**config.mk**
```make
export PLATFORM = sky130hd
export DESIGN_NAME = oc_channel
export DESIGN_NICKNAME = d
export VERILOG_FILES = /design/src/rtl/oc_pkg.sv /design/src/rtl/oc_cmp_reg.sv /design/src/rtl/oc_ref_gen.sv /design/src/rtl/oc_out_stage.sv /design/src/rtl/oc_channel.sv
export SDC_FILE = /design/constraint.sdc
export NUM_CORES = 1
export LEC_CHECK = 0
export BUFFER_PORTS_ARGS = -buffer_cell sky130_fd_sc_hd__clkbuf_2
export CAP_MARGIN = 5
export CELL_PAD_IN_SITES_DETAIL_PLACEMENT = 0
export CELL_PAD_IN_SITES_GLOBAL_PLACEMENT = 2
export CORE_MARGIN = 2
export CORE_UTILIZATION = 30
export DETAILED_ROUTE_END_ITERATION = 10
export PLACE_DENSITY = 0.85
export SETUP_SLACK_MARGIN = 0.15
export SYNTH_ARGS = -nofsm -noshare
export SYNTH_HDL_FRONTEND = slang
export SYNTH_SLANG_ARGS = --single-unit
```
**constraint.sdc**
```tcl
create_clock -name clk_i -period 2.7 [get_ports clk_i]
set_input_delay 0.405 -clock clk_i [delete_from_list [all_inputs] [get_ports clk_i]]
set_output_delay 0.405 -clock clk_i [all_outputs]
set_load 0.05 [all_outputs]
```
**src/rtl/oc_pkg.sv**
```systemverilog
`timescale 1ns/1ps
package oc_pkg;
  typedef enum logic [3:0] {
    OCM_FROZEN  = 4'b0000,
    OCM_SET     = 4'b0001,
    OCM_CLR     = 4'b0010,
    OCM_TOG     = 4'b0011,
    OCM_LO      = 4'b0100,
    OCM_HI      = 4'b0101,
    OCM_PWM_A   = 4'b0110,
    OCM_PWM_B   = 4'b0111,
    OCM_OPP_A   = 4'b1000,
    OCM_OPP_B   = 4'b1001,
    OCM_RSV_A   = 4'b1010,
    OCM_RSV_B   = 4'b1011,
    OCM_CMB_OR  = 4'b1100,
    OCM_CMB_AND = 4'b1101,
    OCM_ASY_A   = 4'b1110,
    OCM_ASY_B   = 4'b1111
  } oc_mode_e;
endpackage

```
**src/rtl/oc_cmp_reg.sv**
```systemverilog
`timescale 1ns/1ps
module oc_cmp_reg #(
  parameter int CNT_W = 16
) (
  input  logic             clk_i,
  input  logic             rst_ni,
  input  logic             wr_i,
  input  logic [CNT_W-1:0] data_i,
  input  logic             preload_i,
  input  logic             update_i,
  output logic [CNT_W-1:0] cmp_o
);
  logic [CNT_W-1:0] shadow_q, active_q;

  always_ff @(posedge clk_i or negedge rst_ni) begin
    if (!rst_ni) begin
      shadow_q <= '0;
      active_q <= '0;
    end else begin
      if (wr_i) shadow_q <= data_i;
      if (!preload_i && wr_i)        active_q <= data_i;
      else if (preload_i && update_i) active_q <= shadow_q;
    end
  end

  assign cmp_o = active_q;
endmodule

```
**src/rtl/oc_ref_gen.sv**
```systemverilog
`timescale 1ns/1ps
module oc_ref_gen
  import oc_pkg::*;
#(
  parameter int CNT_W = 16
) (
  input  logic             clk_i,
  input  logic             rst_ni,
  input  logic [3:0]       mode_i,
  input  logic [CNT_W-1:0] cnt_i,
  input  logic [CNT_W-1:0] cmp_i,
  input  logic             down_i,
  input  logic             trig_i,
  input  logic             update_i,
  output logic             ref_o
);
  oc_mode_e mode;
  logic ref_q, ref_d, armed_q, armed_d;
  logic match, pwm_a, one_pulse, idle_lvl;

  assign mode      = oc_mode_e'(mode_i);
  assign match     = (cnt_i == cmp_i);
  // equality counts as active only when counting down
  assign pwm_a     = down_i ? (cnt_i <= cmp_i) : (cnt_i < cmp_i);
  assign one_pulse = (mode == OCM_OPP_A) || (mode == OCM_OPP_B);
  assign idle_lvl  = (mode_i[0] == down_i);

  always_comb begin
    if (!one_pulse)    armed_d = 1'b0;
    else if (trig_i)   armed_d = 1'b1;
    else if (update_i) armed_d = 1'b0;
    else               armed_d = armed_q;
  end

  always_comb begin
    unique case (mode)
      OCM_SET:                           ref_d = match ? 1'b1 : ref_q;
      OCM_CLR:                           ref_d = match ? 1'b0 : ref_q;
      OCM_TOG:                           ref_d = ref_q ^ match;
      OCM_LO:                            ref_d = 1'b0;
      OCM_HI:                            ref_d = 1'b1;
      OCM_PWM_A, OCM_CMB_OR, OCM_ASY_A:  ref_d = pwm_a;
      OCM_PWM_B, OCM_CMB_AND, OCM_ASY_B: ref_d = ~pwm_a;
      OCM_OPP_A:                         ref_d = armed_d ? pwm_a : idle_lvl;
      OCM_OPP_B:                         ref_d = armed_d ? ~pwm_a : idle_lvl;
      default:                           ref_d = ref_q; // frozen and reserved
    endcase
  end

  always_ff @(posedge clk_i or negedge rst_ni) begin
    if (!rst_ni) begin
      ref_q   <= 1'b0;
      armed_q <= 1'b0;
    end else begin
      ref_q   <= ref_d;
      armed_q <= armed_d;
    end
  end

  assign ref_o = ref_q;
endmodule

```
**src/rtl/oc_out_stage.sv**
```systemverilog
`timescale 1ns/1ps
module oc_out_stage
  import oc_pkg::*;
(
  input  logic [3:0] mode_i,
  input  logic       ref_i,
  input  logic       partner_i,
  input  logic       down_i,
  input  logic       en_i,
  input  logic       pol_i,
  input  logic       pol_n_i,
  output logic       comb_o,
  output logic       oc_o,
  output logic       ocn_o
);
  oc_mode_e mode;
  assign mode = oc_mode_e'(mode_i);

  always_comb begin
    unique case (mode)
      OCM_CMB_OR:           comb_o = ref_i | partner_i;
      OCM_CMB_AND:          comb_o = ref_i & partner_i;
      OCM_ASY_A, OCM_ASY_B: comb_o = down_i ? partner_i : ref_i;
      default:              comb_o = ref_i;
    endcase
  end

  assign oc_o  = en_i ? (ref_i ^ pol_i)    : pol_i;
  assign ocn_o = en_i ? (~ref_i ^ pol_n_i) : pol_n_i;
endmodule

```
**src/rtl/oc_channel.sv**
```systemverilog
`timescale 1ns/1ps
module oc_channel #(
  parameter int CNT_W = 16
) (
  input  logic             clk_i,
  input  logic             rst_ni,
  input  logic [CNT_W-1:0] cnt_i,
  input  logic             dir_down_i,
  input  logic [3:0]       mode_i,
  input  logic             cmp_wr_i,
  input  logic [CNT_W-1:0] cmp_data_i,
  input  logic             preload_en_i,
  input  logic             update_i,
  input  logic             trig_i,
  input  logic             partner_ref_i,
  input  logic             ch_en_i,
  input  logic             pol_i,
  input  logic             pol_n_i,
  output logic             ref_o,
  output logic             ref_comb_o,
  output logic             oc_o,
  output logic             ocn_o
);
  logic [CNT_W-1:0] cmp_act;

  oc_cmp_reg #(.CNT_W(CNT_W)) u_cmp (
    .clk_i     (clk_i),
    .rst_ni    (rst_ni),
    .wr_i      (cmp_wr_i),
    .data_i    (cmp_data_i),
    .preload_i (preload_en_i),
    .update_i  (update_i),
    .cmp_o     (cmp_act)
  );

  oc_ref_gen #(.CNT_W(CNT_W)) u_ref (
    .clk_i    (clk_i),
    .rst_ni   (rst_ni),
    .mode_i   (mode_i),
    .cnt_i    (cnt_i),
    .cmp_i    (cmp_act),
    .down_i   (dir_down_i),
    .trig_i   (trig_i),
    .update_i (update_i),
    .ref_o    (ref_o)
  );

  oc_out_stage u_out (
    .mode_i    (mode_i),
    .ref_i     (ref_o),
    .partner_i (partner_ref_i),
    .down_i    (dir_down_i),
    .en_i      (ch_en_i),
    .pol_i     (pol_i),
    .pol_n_i   (pol_n_i),
    .comb_o    (ref_comb_o),
    .oc_o      (oc_o),
    .ocn_o     (ocn_o)
  );
endmodule

```
==> metrics.md, run 1 <==
| Metric | Value |
|---|---|
| Status | `finished clean` |
| Rows | `30` |
| Crit path kind | `reg2reg` |
| Top-count cell post-synth | `dfrtp_1` |
| Hold Buf Count CTS | `0` |
| Crit path from | `u_cmp.cmp_o[15]` |
| Worst EP arrival | `2.34 ns` |
| Final-report hold violation count | `0` |
| Die W | `87.9 um` |
| Layout Cells excl Fill | `356` |
| Worst r2r src | `u_cmp.cmp_o[15]` |
| Hold WC Path Type | `in2async` |
| Port bufs | `50` |
| Area grow syn2layout | `20.3%` |
| CORE AREA | `6790 um^2` |
| Die area | `7730 um^2` |
| Dominant cell type by area after synthesis | `dfrtp_1` |
| Fillers | `710` |
| Clk pin slew, worst setup/hold paths | `0.07 ns` |
| Initial antenna violation count | `0` |
| Longest Clk Path Bufs | `2` |
| Startpoint types | `flop` |
| Starting Density | `31.1%` |
| I/O pin count | `51` |
| Post-synthesis sequential area ratio | `40.3%` |
| Worst VDD drop | `0.267 mV` |
| Reg2Reg Depth | `7` |
| Netlist cell types | `35` |
| Synth Instances | `211` |
| Setup Buffers After CTS | `0` |
| Reg2reg end | `u_ref.ref_o` |
| Congestion Overflow GR | `0` |
| Pleak | `1.26 nW` |
| Ys flop type | `dfrtp_1` |
| RSZ-0062 raised after global routing | `false` |
| Asr flop ratio synth | `100%` |
| Yosys Warn Count | `0` |
| First-pass GRT wire length | `7.12 mm` |
| Placed cells | `348` |
| FMAX | `458 MHz` |
| Share of layout cells above drive strength 1 | `30.4%` |
| TritonCTS buffer count | `5` |
| Post-synth EDFFs | `0` |
| Syn nets | `274` |
| Avg WL per Cell | `11.9 um` |
| Post-synth top cells | `dfrtp_1 (34), nand2_1 (22), o21ai_0 (19)` |
| Final GP Congestion | `0.780` |
| Worst endpoint required time | `2.86 ns` |
| Tmin final | `2.18 ns` |
| Router iterations before antenna repair | `4` |
| Clock root buffer | `clkbuf_8` |
| Via Count | `1,649` |
| WL final | `4.24 mm` |
| Chip Height | `87.9 um` |
| Synthesis-stage register bit count | `34` |
| # diodes | `0` |
| DR iter-0 viols | `57` |
| Largest net degree at the start of global routing | `35` |
| Clk_lat worst skew | `0.29 ns` |
| Setup TNS | `0 ns` |
| # DRC | `0` |
| Clock Sinks | `34` |
| Worst-Margin Slew | `0.865 ns` |
| GRT Total Usage | `12.0%` |
| Post_cts resized | `0` |
| CTS tree | `built` |
| Depth of the CTS H-tree | `2` |
| R2r setup slk | `0.52 ns` |
| Synth area leaders | `dfrtp_1 (40%), ha_1 (9.5%), mux2_2 (8.5%), mux2i_1 (8.1%), o21ai_0 (4.5%)` |
| Setup-failing EPs final | `0` |
| Avg Inst Size Synth | `10.0 um^2` |
| PD cells | `574 nW/um^2` |
| Via density | `4.63` |
| Clock Skews | `0.0103 ns` |
| Count of pins over their slew limit | `0` |
| Max-slew headroom | `42.4%` |
| Cell area after synthesis | `2110 um^2` |
| Fin crit share | `80.9%` |
| Number of global-route vias before repair | `1,560` |
| Nets | `322` |
| Setup crit end kind | `flop` |
| Worst-path maximum fanout | `5` |
| Routed Antenna Nets | `0` |
| Max Cap Viol | `0` |
| Synth top area share | `40.3%` |
| Post-DP HPWL | `3.23 mm` |
cells in the final DEF (no fill, tap or decap), drive strengths merged:
| cell | instances |
|---|---|
| clkbuf | 57 |
| dfrtp | 34 |
| nand2 | 22 |
| o21ai | 19 |
| inv | 17 |
| mux2i | 17 |
| mux2 | 16 |
| ha | 16 |
| a21oi | 9 |
| nor2 | 7 |
| a211oi | 5 |
| nand4 | 5 |
| nand3 | 4 |
| nor3 | 4 |
| nor2b | 3 |
| nor4 | 3 |
| a31oi | 2 |
| xnor2 | 2 |
| nand2b | 2 |
| a21o | 2 |
| a2111oi | 2 |
| buf | 2 |
| o211ai | 1 |
| or4 | 1 |
| and2 | 1 |
| o21bai | 1 |
| a22o | 1 |
| and3 | 1 |
| and4b | 1 |
| nor4b | 1 |
| a211o | 1 |
| bufinv | 1 |
logic make-up (layout without fill, tap and decap cells):
logic type                 count (synthesis)  count (layout)  share of synthesized area [%]
DFF                                       34              34                           40.3
AOI/OAI and AO/OA                         43              43                           12.1
adders and majority gates                 16              16                           9.47
muxes                                     33              33                           16.6
and+or+nand+nor                           55              55                           14.8
xor gates and xnor gates                   2               2                          0.829
buffers and inverters                     28              77                           5.98
sequential cells by signal (all words and copies together) (netlist names):
register	cells
u_cmp.cmp_o	16
u_cmp.shadow_q	16
u_ref.armed_q	1
u_ref.ref_o	1
worst max-delay path: stages (launching register included):
cell	delay, ns
dfrtp_1	0.35
inv_1	0.05
ha_1	0.34
nand4_4	0.16
nor4_1	0.51
nand2_1	0.13
a2111oi_0	0.43
a211oi_1	0.08
routing by layer:
| metal | wire length [um] | part of all wire [%] | track usage, % | up-vias |
|---|---|---|---|---|
| met2 | 1900 | 45 | 19.6 | 43 |
| li1 | - | - | - | 848 |
| met5 | 0 | 0 | 0 | - |
| met1 | 2020 | 48 | 15.4 | 753 |
| met4 | 48 | 1.1 | 3.78 | 0 |
| met3 | 264 | 6.2 | 3.20 | 5 |
final cells by class:
type                    count  area [um^2]  area share, %
multi-input cells         149         1140           44.7
flip-flops and latches     34          851           33.5
repair buffers             52          265           10.4
well taps                  96          120           4.72
clock buffers               7         76.3           3.00
inverters                  17         63.8           2.51
clock inverters             1         30.0           1.18
metrics by stage:
step / worst slack [ns] / hold slack (ns) / instance area, um^2 / total power [mW] / utilization, %
4_1_cts: 0.494 / 0.259 / 2540 / 1.48 / 37.4
2_1_floorplan: 0.478 / 0.109 / 2110 / 0.910 / -
6_report: 0.516 / 0.220 / 2540 / 1.46 / 37.4
3_3_place_gp: 0.426 / 0.489 / 2440 / 1.02 / 35.9
5_1_grt: 0.219 / 0.284 / 2540 / 1.56 / 37.4
3_5_place_dp: 0.407 / 0.495 / 2440 / 1.02 / 35.9
where the power goes:
| group | switching (mW) | internal, mW | leakage (nW) |
|---|---|---|---|
| Sequential | 0.0413 | 0.575 | 0.407 |
| Combinational | 0.225 | 0.165 | 0.796 |
| Clock | 0.177 | 0.276 | 0.0524 |
worst max-delay path by stage:
stage | to
final | u_ref.ref_o
after CTS | u_ref.ref_o
after detailed placement | u_ref.ref_o
after global placement | u_ref.ref_o
after global routing | u_ref.ref_o
after floorplan | ref_comb_o
Note: power is estimated with default switching activity, not from simulation.
==> run 2: changes to the inputs <==
- ABC_AREA: unset -> 1
- PLACE_DENSITY: 0.85 -> 0.91
- clock period: 2.7 -> 2.09 ns (I/O delays scaled with it)
==> run 2 against run 1 <==
  * First-iteration DRC count fell by 5.3%
  * Critical path depth fell by 2
  * Count of clock-buffer cells in the layout did not move
  * Sequential cell count did not move
  * Register-to-register slack got worse by 0.096 ns
  * Die area rose by 0.62%
  * Largest cell class unchanged
==> metrics.md, run 2 <==
| Metric | Value |
|---|---|
| Rows | `30` |
| R2r setup slk | `0.42 ns` |
| I/O pin count | `51` |
| Port bufs | `50` |
| Depth of the CTS H-tree | `2` |
| Top Metal Used | `met4` |
| # diodes | `0` |
| Fin util | `37.7%` |
| FMAX | `553 MHz` |
| Fillers | `779` |
| Crit path kind | `reg2out` |
| Via density | `4.42` |
| Routed met2 length | `2.11 mm` |
| Placed cells | `423` |
| Router iterations before antenna repair | `4` |
| Congestion Overflow GR | `0` |
| Max-slew headroom | `62.2%` |
| Post-synthesis sequential area ratio | `40.0%` |
| Ys flop type | `dfrtp_1` |
| Area grow syn2layout | `21.0%` |
| Dominant cell type by area after synthesis | `dfrtp_1` |
| Pre-CTS WS | `0.350 ns` |
| CTS tree | `built` |
| Share of layout cells above drive strength 1 | `21.4%` |
| Met3 WL post-DR | `221 um` |
| Final-report hold violation count | `0` |
| Pleak | `1.38 nW` |
| PD cells | `690 nW/um^2` |
| M1 WL | `2.24 mm` |
| Post_cts resized | `0` |
| Worst-Margin Slew | `0.566 ns` |
| Max Cap Viol | `0` |
| Layout Cells excl Fill | `432` |
| WL final | `4.61 mm` |
| Top-count cell post-synth | `nand2_1` |
| Status | `finished clean` |
| Post-synth EDFFs | `0` |
| Number of global-route vias before repair | `1,769` |
| Worst VDD drop | `0.344 mV` |
| Die W | `88.2 um` |
| Chip Height | `88.2 um` |
| Longest Clk Path Bufs | `2` |
| CORE AREA | `6830 um^2` |
| Nets | `398` |
| Commonest non-fill, non-tap cell in the layout | `nand2_1` |
| Final GP Congestion | `0.762` |
| Yosys Warn Count | `0` |
| Hold Buf Count CTS | `1` |
| Fin crit share | `86.5%` |
| Syn nets | `347` |
| Initial antenna violation count | `0` |
| Synth Instances | `284` |
| Worst EP arrival | `1.49 ns` |
| Tmin final | `1.81 ns` |
| Clock Skews | `0.00796 ns` |
| Final worst setup slack | `0.283 ns` |
| First-pass GRT wire length | `7.85 mm` |
| Via Count | `1,908` |
| Clk pin slew, worst setup/hold paths | `0.07 ns` |
| Setup crit end kind | `output pin` |
| Most frequent cells in the layout | `nand2_1 (77), clkbuf_2 (50), inv_1 (41), o21ai_0 (38), dfrtp_1 (34)` |
| Netlist cell types | `27` |
| Startpoint types | `flop` |
| # DRC | `0` |
| Avg WL per Cell | `10.7 um` |
| Hold WC Path Type | `in2reg` |
| Setup Buffers After CTS | `0` |
| Synthesis-stage register bit count | `34` |
| Cell area after synthesis | `2130 um^2` |
| Starting Density | `31.1%` |
| TritonCTS buffer count | `5` |
| Die area | `7780 um^2` |
| Count of pins over their slew limit | `0` |
| Avg Inst Size Synth | `7.49 um^2` |
| Post-synth top cells | `nand2_1 (77), inv_1 (41), o21ai_0 (38)` |
| Worst-path maximum fanout | `7` |
| RSZ-0062 raised after global routing | `false` |
| Synth area leaders | `dfrtp_1 (40%), nand2_1 (14%), ha_1 (9.4%), o21ai_0 (8.9%), inv_1 (7.2%)` |
| Asr flop ratio synth | `100%` |
| Post-DP HPWL | `3.69 mm` |
| Largest net degree at the start of global routing | `32` |
| Routed Antenna Nets | `0` |
| Setup TNS | `0 ns` |
| GRT Total Usage | `13.1%` |
| Clock root buffer | `clkbuf_8` |
| DR iter-0 viols | `54` |
| Setup-failing EPs final | `0` |
| Clk_lat worst skew | `0.28 ns` |
| Synth top area share | `40.0%` |
| Worst endpoint required time | `1.78 ns` |
| Clock Sinks | `34` |
## run 2: path summary, 6_finish.rpt
kind / from / end / depth (start not counted)
hold reg to reg: u_cmp.shadow_q[13] / u_cmp.shadow_q[13] / 2
hold / removal: cmp_data_i[14] / u_cmp.shadow_q[14] / 3
setup / recovery: u_ref.ref_o / ref_comb_o / 5
setup reg to reg: u_cmp.cmp_o[15] / u_ref.ref_o / 13
max in group asynchronous: rst_ni / u_cmp.cmp_o[3] / 3
min in group asynchronous: rst_ni / u_cmp.cmp_o[14] / 2
## run 2: cell families (layout without fill, tap and decap cells)
family          Yosys count  after routing  share of synthesized area, %
fa+ha+maj                16             16                          9.41
buf+inv                  54            106                          10.4
simple gates            113            113                          22.5
compound gates           63             63                          16.0
xor+xnor                  4              4                          1.65
flops                    34             34                          40.0
## run 2: where the power goes
group	switching, mW	internal [mW]	total (mW)
Combinational	0.324	0.187	0.511
Sequential	0.0343	0.737	0.772
Clock	0.226	0.266	0.492
Total	0.584	1.19	1.77
## run 2: final cells by class
class	count	area, um^2	share of cell area (%)
Inverter	45	174	6.76
Multi-Input combinational cell	196	1060	41.3
Sequential cell	34	851	33.1
Clock buffer	7	86.3	3.35
Timing Repair Buffer	53	275	10.7
Tap cell	96	120	4.67
Clock inverter	1	5.00	0.194
## run 2: critical path, cell delays in order (launching register included)
cell	delay [ns]
dfrtp_1	0.47
inv_1	0.12
o22ai_1	0.16
nand2_1	0.08
o311ai_2	0.07
clkbuf_2	0.32
## run 2: routing by layer
metal,global-route usage (%),vias up
li1,-,1007
met1,17.5,858
met2,21.0,39
met3,2.92,4
met4,4.13,0
met5,0,-
## run 2: per-stage QoR
step / cell area, um^2 / power [mW] / hold WS, ns
after global routing: 2570 / 1.93 / 0.243
after floorplan: 2130 / 1.15 / 0.0179
after detailed placement: 2470 / 1.30 / 0.134
after CTS: 2570 / 1.81 / 0.238
after global placement: 2470 / 1.29 / 0.133
final: 2570 / 1.77 / 0.250
==> run 3: changes to the inputs <==
- PLACE_DENSITY: 0.91 -> unset
- PLACE_DENSITY_LB_ADDON: unset -> 0.1
==> run 3 against run 2 <==
  * Maximum frequency is 1.4% higher
  * Cell area grew 0.29%
  * Setup slack better by 0.025 ns
  * Combinational power is essentially flat
  * First-iteration DRC count shrank 26%
  * Die area stayed put
  * Clock power is 2% higher
  * Routed wire length increased by 3.3%
  * Power up 0.46%
  * Sequential share of layout area fell by 0.096 points
  * Final cell count increased by 0.23%
  * Register-to-register slack about the same
==> metrics.md, run 3 (synthesized netlist as in run 2, its figures left out) <==
| Metric | Value |
|---|---|
| Congestion Overflow GR | `0` |
| First-pass GRT wire length | `8.17 mm` |
| Initial antenna violation count | `0` |
| Clock Sinks | `34` |
| Reg2reg end | `u_ref.ref_o` |
| Status | `finished clean` |
| # DRC | `0` |
| Number of global-route vias before repair | `1,813` |
| RSZ-0062 raised after global routing | `false` |
| DR iter-0 viols | `40` |
| TritonCTS buffer count | `5` |
| Longest Clk Path Bufs | `2` |
| Worst EP arrival | `1.47 ns` |
| End point of the critical path | `ref_comb_o` |
| Final-report hold violation count | `0` |
| # diodes | `0` |
| Clk_lat worst skew | `0.28 ns` |
| Worst-Margin Slew | `0.559 ns` |
| Clk pin slew, worst setup/hold paths | `0.07 ns` |
| Routed Antenna Nets | `0` |
| Setup Buffers After CTS | `0` |
| Largest net degree at the start of global routing | `29` |
| Clock Skews | `0.00494 ns` |
| Share of layout cells above drive strength 1 | `21.7%` |
| Chip Height | `88.2 um` |
| Nets | `399` |
| R2r setup slk | `0.42 ns` |
| Hold WC Path Type | `in2reg` |
| I/O pin count | `51` |
| Pleak | `1.39 nW` |
| PD cells | `691 nW/um^2` |
| Placed cell area | `2480 um^2` |
| Final worst setup slack | `0.308 ns` |
| Setup-failing EPs final | `0` |
| Avg WL per Cell | `11.0 um` |
| WHS | `0.247 ns` |
| Tmin final | `1.78 ns` |
| Crit path from | `u_ref.ref_o` |
| Max-slew headroom | `62.6%` |
| Post-DP HPWL | `3.89 mm` |
| Starting Density | `31.1%` |
| CORE AREA | `6830 um^2` |
| Router iterations before antenna repair | `4` |
| GRT Total Usage | `13.5%` |
| Most frequent cells in the layout | `nand2_1 (77), clkbuf_2 (50), inv_1 (41), o21ai_0 (38), dfrtp_1 (34)` |
| Count of pins over their slew limit | `0` |
| Max Cap Viol | `0` |
| Layout Cells excl Fill | `433` |
| Pre-CTS WS | `0.374 ns` |
| Area grow syn2layout | `21.4%` |
| Reg2Reg Depth | `13` |
| Fin util | `37.8%` |
| Total power | `1.78 mW` |
| Worst endpoint required time | `1.78 ns` |
| Placed cells | `424` |
| Crit path kind | `reg2out` |
| Port bufs | `50` |
| FMAX | `561 MHz` |
| Setup crit end kind | `output pin` |
| Final GP Congestion | `0.738` |
| Die W | `88.2 um` |
| Die area | `7780 um^2` |
| Worst r2r src | `u_cmp.cmp_o[3]` |
| Final Instance Area | `2580 um^2` |
| Via density | `4.32` |
| Via Count | `1,871` |
| Commonest non-fill, non-tap cell in the layout | `nand2_1` |
| Startpoint types | `flop` |
| Setup TNS | `0 ns` |
| CTS tree | `built` |
| Fin crit share | `85.3%` |
| Clock root buffer | `clkbuf_8` |
| Rows | `30` |
| Worst-path maximum fanout | `7` |
| Depth of the CTS H-tree | `2` |
| WL final | `4.76 mm` |
| Worst VDD drop | `0.408 mV` |
-- run 3: cell count changes in the layout (fill, tap and decap cells not counted), sizes merged --
cell,change
buf,+1
-- run 3: critical path, stage by stage (launching register included) --
cell      delay, ns
dfrtp_1        0.46
inv_1          0.11
o22ai_1        0.16
nand2_1        0.08
o311ai_2       0.06
clkbuf_2       0.31
-- run 3: worst min path at each step --
stage | from | endpoint | slack (ns) | cells past startpoint
finish | cmp_data_i[3] | u_cmp.shadow_q[3] | 0.25 | 3
global route | cmp_data_i[12] | u_cmp.shadow_q[12] | 0.25 | 3
CTS | cmp_data_i[3] | u_cmp.shadow_q[3] | 0.24 | 3
detailed placement | rst_ni | u_cmp.shadow_q[8] | 0.17 | 1
global placement | rst_ni | u_cmp.shadow_q[8] | 0.17 | 1
floorplan | rst_ni | u_cmp.cmp_o[0] | 0.02 | 0
-- run 3: area by class of cell --
| class | instances | area [um^2] |
|---|---|---|
| fill | 796 | 4250 |
| multi-input combinational | 196 | 1060 |
| sequential | 34 | 851 |
| timing repair buffer | 54 | 283 |
| inverter | 45 | 174 |
| tap | 96 | 120 |
| clock buffer | 7 | 86.3 |
| clock inverter | 1 | 5.00 |
-- run 3: timing repair --
action	CTS	global route
endpoints found under the hold margin	6	0
resized for setup	0	0
setup endpoints to repair	0	0
hold buffers	1	0
-- run 3: power breakdown --
part / switching (mW) / internal, mW
sequential: 0.0331 / 0.737
combinational: 0.323 / 0.188
clock: 0.235 / 0.266
-- run 3: per-layer routing --
metal | vias to the layer above | part of all wire [%] | global-route usage (%)
met5 | - | 0 | 0
met3 | 5 | 4.5 | 3.39
met4 | 0 | 1.5 | 5.10
met1 | 815 | 51 | 19.2
li1 | 1010 | - | -
met2 | 41 | 43 | 19.9
